[src/rtl/dma_arb_pkg.sv]
package dma_arb_pkg;
  // decoded command register state of one channel group
  typedef struct packed {
    logic rotate;  // 1: rotating order, 0: fixed order
    logic off;     // 1: group switched off
  } grp_mode_t;

  localparam int          MODE_BIT  = 4;
  localparam int          OFF_BIT   = 2;
  localparam logic [7:0]  RSVD_MASK = 8'hEB;
endpackage

[src/rtl/dma_grp_cmd.sv]
module dma_grp_cmd
  import dma_arb_pkg::*;
#(
  parameter logic [7:0] ADDR = 8'h08
) (
  input  logic      clk,
  input  logic      rst_n,
  input  logic      wr,
  input  logic [7:0] addr,
  input  logic [7:0] data,
  output grp_mode_t mode
);
  logic hit;
  logic rsvd_set;

  assign hit      = wr && (addr == ADDR);
  assign rsvd_set = |(data & RSVD_MASK);

  always_ff @(posedge clk) begin
    if (!rst_n) begin
      mode <= '{rotate: 1'b0, off: 1'b0};
    end else if (hit) begin
      mode.rotate <= data[MODE_BIT];
      mode.off    <= data[OFF_BIT];
    end
  end

  // reserved bits do not keep the defined fields from taking effect
  a_r2_rsvd_ignored: assert property (@(posedge clk) disable iff (!rst_n)
    hit && rsvd_set |=> mode.off == $past(data[OFF_BIT]));

  // without a matching write the register keeps its value
  a_r2_no_stray_write: assert property (@(posedge clk) disable iff (!rst_n)
    !hit |=> $stable(mode));
endmodule

[src/rtl/dma_grp_arb.sv]
module dma_grp_arb #(
  parameter int N = 4,
  localparam int IW = $clog2(N)
) (
  input  logic          clk,
  input  logic          rst_n,
  input  logic [N-1:0]  req,
  input  logic          rotate,
  input  logic          upd,
  input  logic [IW-1:0] served,
  output logic          any,
  output logic [IW-1:0] win
);
  logic [IW-1:0] ptr;
  logic [IW-1:0] slot;

  // walk the slots from highest to lowest priority
  always_comb begin
    any  = 1'b0;
    win  = '0;
    slot = '0;
    for (int k = 0; k < N; k++) begin
      slot = rotate ? IW'(ptr + IW'(k)) : IW'(k);
      if (!any && req[slot]) begin
        any = 1'b1;
        win = slot;
      end
    end
  end

  // rotating order: the slot after the served one becomes the top
  always_ff @(posedge clk) begin
    if (!rst_n) begin
      ptr <= '0;
    end else if (upd && rotate) begin
      ptr <= served + 1'b1;
    end
  end

  // the winner is always a requesting slot
  a_r3_win_requests: assert property (@(posedge clk) disable iff (!rst_n)
    any |-> req[win]);

  // no request means no winner
  a_r3_idle_no_win: assert property (@(posedge clk) disable iff (!rst_n)
    (req == '0) |-> !any);

  // rotation state only moves on a served completion
  a_r9_ptr_still: assert property (@(posedge clk) disable iff (!rst_n)
    !upd |=> $stable(ptr));
endmodule

[src/rtl/dma_cascade_arbiter.sv]
module dma_cascade_arbiter
  import dma_arb_pkg::*;
#(
  parameter int         GRP_CH  = 4,
  parameter logic [7:0] LO_ADDR = 8'h08,
  parameter logic [7:0] HI_ADDR = 8'hD0,
  localparam int        NCH     = 2 * GRP_CH,
  localparam int        IW      = $clog2(GRP_CH),
  localparam int        CW      = IW + 1
) (
  input  logic           clk,
  input  logic           rst_n,
  input  logic           cmd_wr,
  input  logic [7:0]     cmd_addr,
  input  logic [7:0]     cmd_data,
  input  logic [NCH-1:0] req,
  input  logic           xfer_done,
  output logic [NCH-1:0] grant,
  output logic           grant_vld,
  output logic [CW-1:0]  grant_ch
);
  grp_mode_t modes [2];

  for (genvar g = 0; g < 2; g++) begin : g_cmd
    localparam logic [7:0] A = (g == 0) ? LO_ADDR : HI_ADDR;
    dma_grp_cmd #(.ADDR(A)) u_cmd (
      .clk  (clk),
      .rst_n(rst_n),
      .wr   (cmd_wr),
      .addr (cmd_addr),
      .data (cmd_data),
      .mode (modes[g])
    );
  end

  logic              busy;
  logic [CW-1:0]     gch;
  logic [GRP_CH-1:0] lo_req, hi_req;
  logic              lo_any, hi_any;
  logic [IW-1:0]     lo_win, hi_win;
  logic              lo_upd, hi_upd;
  logic [IW-1:0]     hi_served;
  logic [CW-1:0]     next_ch;

  // lower group requests, then the upper group with slot 0 as the cascade
  assign lo_req = modes[0].off ? '0 : req[GRP_CH-1:0];
  assign hi_req = modes[1].off ? '0 : {req[NCH-1:GRP_CH+1], lo_any};

  assign hi_upd    = busy && xfer_done;
  assign lo_upd    = busy && xfer_done && !gch[CW-1];
  assign hi_served = gch[CW-1] ? gch[IW-1:0] : '0;

  dma_grp_arb #(.N(GRP_CH)) u_lo (
    .clk   (clk),
    .rst_n (rst_n),
    .req   (lo_req),
    .rotate(modes[0].rotate),
    .upd   (lo_upd),
    .served(gch[IW-1:0]),
    .any   (lo_any),
    .win   (lo_win)
  );

  dma_grp_arb #(.N(GRP_CH)) u_hi (
    .clk   (clk),
    .rst_n (rst_n),
    .req   (hi_req),
    .rotate(modes[1].rotate),
    .upd   (hi_upd),
    .served(hi_served),
    .any   (hi_any),
    .win   (hi_win)
  );

  // a cascade win resolves to the lower group's winner
  assign next_ch = (hi_win == '0) ? {1'b0, lo_win} : {1'b1, hi_win};

  always_ff @(posedge clk) begin
    if (!rst_n) begin
      busy <= 1'b0;
      gch  <= '0;
    end else if (!busy) begin
      if (hi_any) begin
        busy <= 1'b1;
        gch  <= next_ch;
      end
    end else if (xfer_done) begin
      busy <= 1'b0;
    end
  end

  assign grant_vld = busy;
  assign grant_ch  = busy ? gch : '0;
  assign grant     = busy ? (NCH'(1) << gch) : '0;

  // at most one grant line
  a_r8_onehot: assert property (@(posedge clk) disable iff (!rst_n)
    $onehot0(grant));

  // the channel number matches the grant line
  a_r8_code_match: assert property (@(posedge clk) disable iff (!rst_n)
    grant_vld |-> grant[grant_ch]);

  // the cascade channel itself is never granted
  a_r5_no_cascade_grant: assert property (@(posedge clk) disable iff (!rst_n)
    !grant[GRP_CH]);

  // a grant holds until done
  a_r7_hold: assert property (@(posedge clk) disable iff (!rst_n)
    grant_vld && !xfer_done |=> grant_vld && $stable(grant));

  // done drops the grant
  a_r7_release: assert property (@(posedge clk) disable iff (!rst_n)
    grant_vld && xfer_done |=> !grant_vld);

  // upper group off keeps everything idle
  a_r6_upper_off: assert property (@(posedge clk) disable iff (!rst_n)
    modes[1].off && !grant_vld |=> !grant_vld);

  // lower group off keeps channels 0..3 out
  a_r6_lower_off: assert property (@(posedge clk) disable iff (!rst_n)
    modes[0].off && !grant_vld |=> !(grant_vld && !grant_ch[CW-1]));

  // a new grant goes to a channel that was requesting
  a_r3_grant_requested: assert property (@(posedge clk) disable iff (!rst_n)
    $rose(grant_vld) && grant_ch[CW-1] |-> |(grant & $past(req)));
endmodule

[config.mk]
export PLATFORM = sky130hd
export DESIGN_NAME = dma_cascade_arbiter
export DESIGN_NICKNAME = d
export VERILOG_FILES = /design/src/rtl/dma_arb_pkg.sv /design/src/rtl/dma_grp_cmd.sv /design/src/rtl/dma_grp_arb.sv /design/src/rtl/dma_cascade_arbiter.sv
export SDC_FILE = /design/constraint.sdc
export NUM_CORES = 1
export LEC_CHECK = 0
export BUFFER_PORTS_ARGS = -buffer_cell sky130_fd_sc_hd__clkbuf_2
export CELL_PAD_IN_SITES_DETAIL_PLACEMENT = 1
export CELL_PAD_IN_SITES_GLOBAL_PLACEMENT = 1
export CORE_MARGIN = 4
export CORE_UTILIZATION = 35
export CTS_CLUSTER_DIAMETER = 150
export DETAILED_ROUTE_END_ITERATION = 8
export GPL_TIMING_DRIVEN = 0
export PLACE_DENSITY = 0.87
export SLEW_MARGIN = 15
export SYNTH_ARGS = -nofsm -noshare
export SYNTH_HDL_FRONTEND = slang
export SYNTH_SLANG_ARGS = --single-unit
[constraint.sdc]
create_clock -name clk -period 2.2 [get_ports clk]
set_input_delay 0.11 -clock clk [delete_from_list [all_inputs] [get_ports clk]]
set_output_delay 0.11 -clock clk [all_outputs]
set_load 0.01 [all_outputs]
==> impl_metrics.tcl <==
set metrics [dict create \
    synthesis.area_um2 1170 \
    post_route_skew_ns 0.00476 \
    max_vdd_drop_v 0.000187 \
    diodes 0 \
    max_slew.worst_pin.slew_ns 0.529 \
    post_route_cells_drive_above_1_share 0.282 \
    timing.max_cap.violations 0 \
    drc_errors 0 \
    holdPathEnd "gch[0]$_SDFFE_PN0P_" \
    timing.critical_path.cells "clkbuf_4 > nand2_1 > or4b_4 > o211ai_2 > nand3b_1 > a32oi_2 > o221a_1" \
    critPathRequiredTime_ns 2.43 \
    power_density_nw_per_um2 373 \
    synth_edf_count 0 \
    dominantRegCellSynth "sky130_fd_sc_hd__dfxtp_1" \
    design.portCount 40 \
    post-route-util 0.452 \
    crit_slowest_cell "sky130_fd_sc_hd__or4b_4" \
    timing.final.setup_violations 0 \
    maxSlewViolCount 0 \
    ant_nets 0 \
    die_width_um 65.8 \
    ys_types 54 \
    globalplace.congestion 0.826 \
    setup.worst_path.start_class "flip-flop" \
    cp_top_family "simple AND/OR/NAND/NOR gates" \
    layoutNonFillerInstCount 225 \
    holdWs_ns 0.0887 \
    synth_xor_xnor_area_share 0.00748 \
    min_delay_path_depth 2 \
    post_detailed_placement_cell_area_um2 1380 \
    multi_input_comb_area_um2 818 \
    critPathMaxFanout 10 \
    cts_tree "done" \
    worst_setup_path_category "reg -> reg" \
    finalHoldViolCount 0 \
    grt_start_max_net_pins 11 \
    synth.area.mux_share 0.0694 \
    outcome "completed" \
    synth_seq_cells 12 \
    ff_latch_area_um2 240 \
    dpl_worst_slack_ns 0.325 \
    ctsHoldBuffers 0 \
    clk_latency_ns 0.28 \
    synthSimpleGateAreaFrac 0.330 \
    clock_tree.htree_level_count 1 \
    routed_wire_length_per_instance_um 14.7 \
    clk_transition_reported_paths_ns 0.08 \
    max_freq_mhz 524 \
    yosys.area_share.adder 0.0427 \
    worst_r2r_endpoint "gch[0]$_SDFFE_PN0P_" \
    setup_ws_ns 0.290 \
    clockRootBuffer "sky130_fd_sc_hd__clkbuf_4" \
    final_min_period_over_clock_period 0.868 \
    grt_setup_unrepaired "no" \
    design.die.area_um2 4340 \
    fraction_of_the_yosys_area_taken_by_sequential_cells 0.205 \
    route.vias.total 1232 \
    synth_compound_area_frac 0.249 \
    power.leakage_nw 0.575 \
    worst_setup_path_end_kind "flip-flop" \
    grt_pass1_vias 1258 \
    synthArstFlopShare 0 \
    detail_route.iter0.violations 63 \
    post_cts_resized 0 \
    arrival_ns 2.14 \
    timing.reg2reg.worst_path_depth 7 \
    timing.critical_path.slowest_cell_delay_ns 0.49 \
    totalPowerFinal_mw 0.528 \
    timing.critical_path.buf_inv 1 \
    globalRoute.totalOverflow 0 \
    synthesis.yosys.warnings 0 \
    finalWorstPathRequiredPeriod_ns 1.91 \
    flow.area_growth_from_synthesis_pct 20.6 \
    routed_via_density 5.48 \
    detailedPlacementHpwl_um 2670 \
    launch_point_of_the_worst_hold_path "rst_n" \
    start_util 0.374 \
    std_cell_rows 20 \
    cts_setup_buffers 0 \
    synth_top_family_by_area "simple AND/OR/NAND/NOR gates" \
    cts.sink_count 12 \
    die_h_um 65.8 \
    detailedRoute.firstPassIterationCount 4 \
    synthesis.nets 179 \
    timing.max_slew.rel_slack 0.644 \
    slack_of_the_worst_reg_to_reg_path_ns 0.29 \
    regToRegStartpoint "u_hi.ptr[1]$_SDFFE_PN0P_" \
    stdcell_area_um2 1410 \
    hold_path_class "in -> reg" \
    setup-tns-final_ns 0 \
    cts_max_path_buffers 2 \
    post-place-cells 221 \
    fin_nets 214 \
    antenna_found_initial 0 \
    place.port_buffers 30 \
    netlist_instances 147 \
    synthesis.area_per_instance_um2 7.97 \
    numCtsBuffers 3 \
    grt_first_pass_wirelength_um 5840 \
    design.core.area_um2 3130 \
    layout.filler_cells 417 \
    track_usage 0.168 \
    routed_wire_length_um 3310 \
]
## area by class of cell
class / count / area share
inverters: 7 / 0.0186
plain buffers: 10 / 0.0611
multi-input cells: 118 / 0.579
repair buffers: 30 / 0.106
flip-flops and latches: 12 / 0.170
well taps: 44 / 0.0390
clock buffers: 4 / 0.0257
## worst max path at each step
stage                        startpoint                   to  slack, ns  depth (start not counted)
2_1_floorplan  u_hi.ptr[0]$_SDFFE_PN0P_  gch[0]$_SDFFE_PN0P_       0.54                          7
3_3_place_gp   u_hi.ptr[0]$_SDFFE_PN0P_  gch[0]$_SDFFE_PN0P_       0.41                          7
3_5_place_dp   u_hi.ptr[0]$_SDFFE_PN0P_  gch[0]$_SDFFE_PN0P_       0.32                          7
4_1_cts        u_hi.ptr[1]$_SDFFE_PN0P_  gch[1]$_SDFFE_PN0P_       0.30                          7
5_1_grt        u_hi.ptr[1]$_SDFFE_PN0P_  gch[1]$_SDFFE_PN0P_       0.17                          7
6_report       u_hi.ptr[1]$_SDFFE_PN0P_  gch[0]$_SDFFE_PN0P_       0.29                          7
## sequential cells by signal (all words and copies together) (netlist names)
| signal | cells |
|---|---|
| u_lo.ptr | 2 |
| gch | 3 |
| grant_vld | 1 |
| g_cmd.u_cmd.mode | 4 |
| u_hi.ptr | 2 |
## synth_stat cells (3+ instances only)
master	count	area [um2]
sky130_fd_sc_hd__o21ai_1	3	15.0
sky130_fd_sc_hd__nand2_1	8	30.0
sky130_fd_sc_hd__mux2i_1	7	70.1
sky130_fd_sc_hd__and3_1	6	37.5
sky130_fd_sc_hd__inv_1	7	26.3
sky130_fd_sc_hd__and2_1	7	43.8
sky130_fd_sc_hd__nor2b_1	3	18.8
sky130_fd_sc_hd__dfxtp_1	12	240
sky130_fd_sc_hd__a21oi_1	7	35.0
sky130_fd_sc_hd__nand3_1	3	15.0
sky130_fd_sc_hd__clkbuf_1	3	11.3
sky130_fd_sc_hd__ha_1	4	50.1
sky130_fd_sc_hd__nor2_1	19	71.3
sky130_fd_sc_hd__nand2b_1	8	50.1
sky130_fd_sc_hd__a211oi_1	3	22.5
## kinds of logic after synthesis
group,count (synthesis)
AO/OA/AOI/OAI,38
XOR/XNOR,1
adder cells (fa/ha/maj),4
buffers and inverters,17
flip-flops,12
multiplexers,8
AND/OR/NAND/NOR,67
## power by group
| part | switching, mW | leakage, nW | internal [mW] |
|---|---|---|---|
| Combinational | 0.0620 | 0.457 | 0.0517 |
| Clock | 0.0805 | 0.0210 | 0.101 |
| Sequential | 0.00999 | 0.0975 | 0.223 |
## metal layers
layer	vias to the layer above	track usage	wire length, um
li1	608	-	-
met1	597	0.206	1440
met2	21	0.303	1730
met3	6	0.0136	78
met4	0	0.0622	59
met5	-	0	0
## layout by cell type (no fill, tap or decap), types with 3 or more instances in the layout
cell                       instances
sky130_fd_sc_hd__a211oi_1          3
sky130_fd_sc_hd__clkbuf_1          3
sky130_fd_sc_hd__and2_1            7
sky130_fd_sc_hd__dfxtp_1          12
sky130_fd_sc_hd__o21ai_1           3
sky130_fd_sc_hd__clkbuf_4          4
sky130_fd_sc_hd__a21oi_1           7
sky130_fd_sc_hd__nand2b_1          8
sky130_fd_sc_hd__nand3_1           3
sky130_fd_sc_hd__nor2_1           19
sky130_fd_sc_hd__and3_1            6
sky130_fd_sc_hd__clkbuf_2         30
sky130_fd_sc_hd__mux2i_1           7
sky130_fd_sc_hd__nand2_1           8
sky130_fd_sc_hd__nor2b_1           3
sky130_fd_sc_hd__inv_1             7
sky130_fd_sc_hd__ha_1              4
No activity file was read; power rests on OpenSTA's default activity.
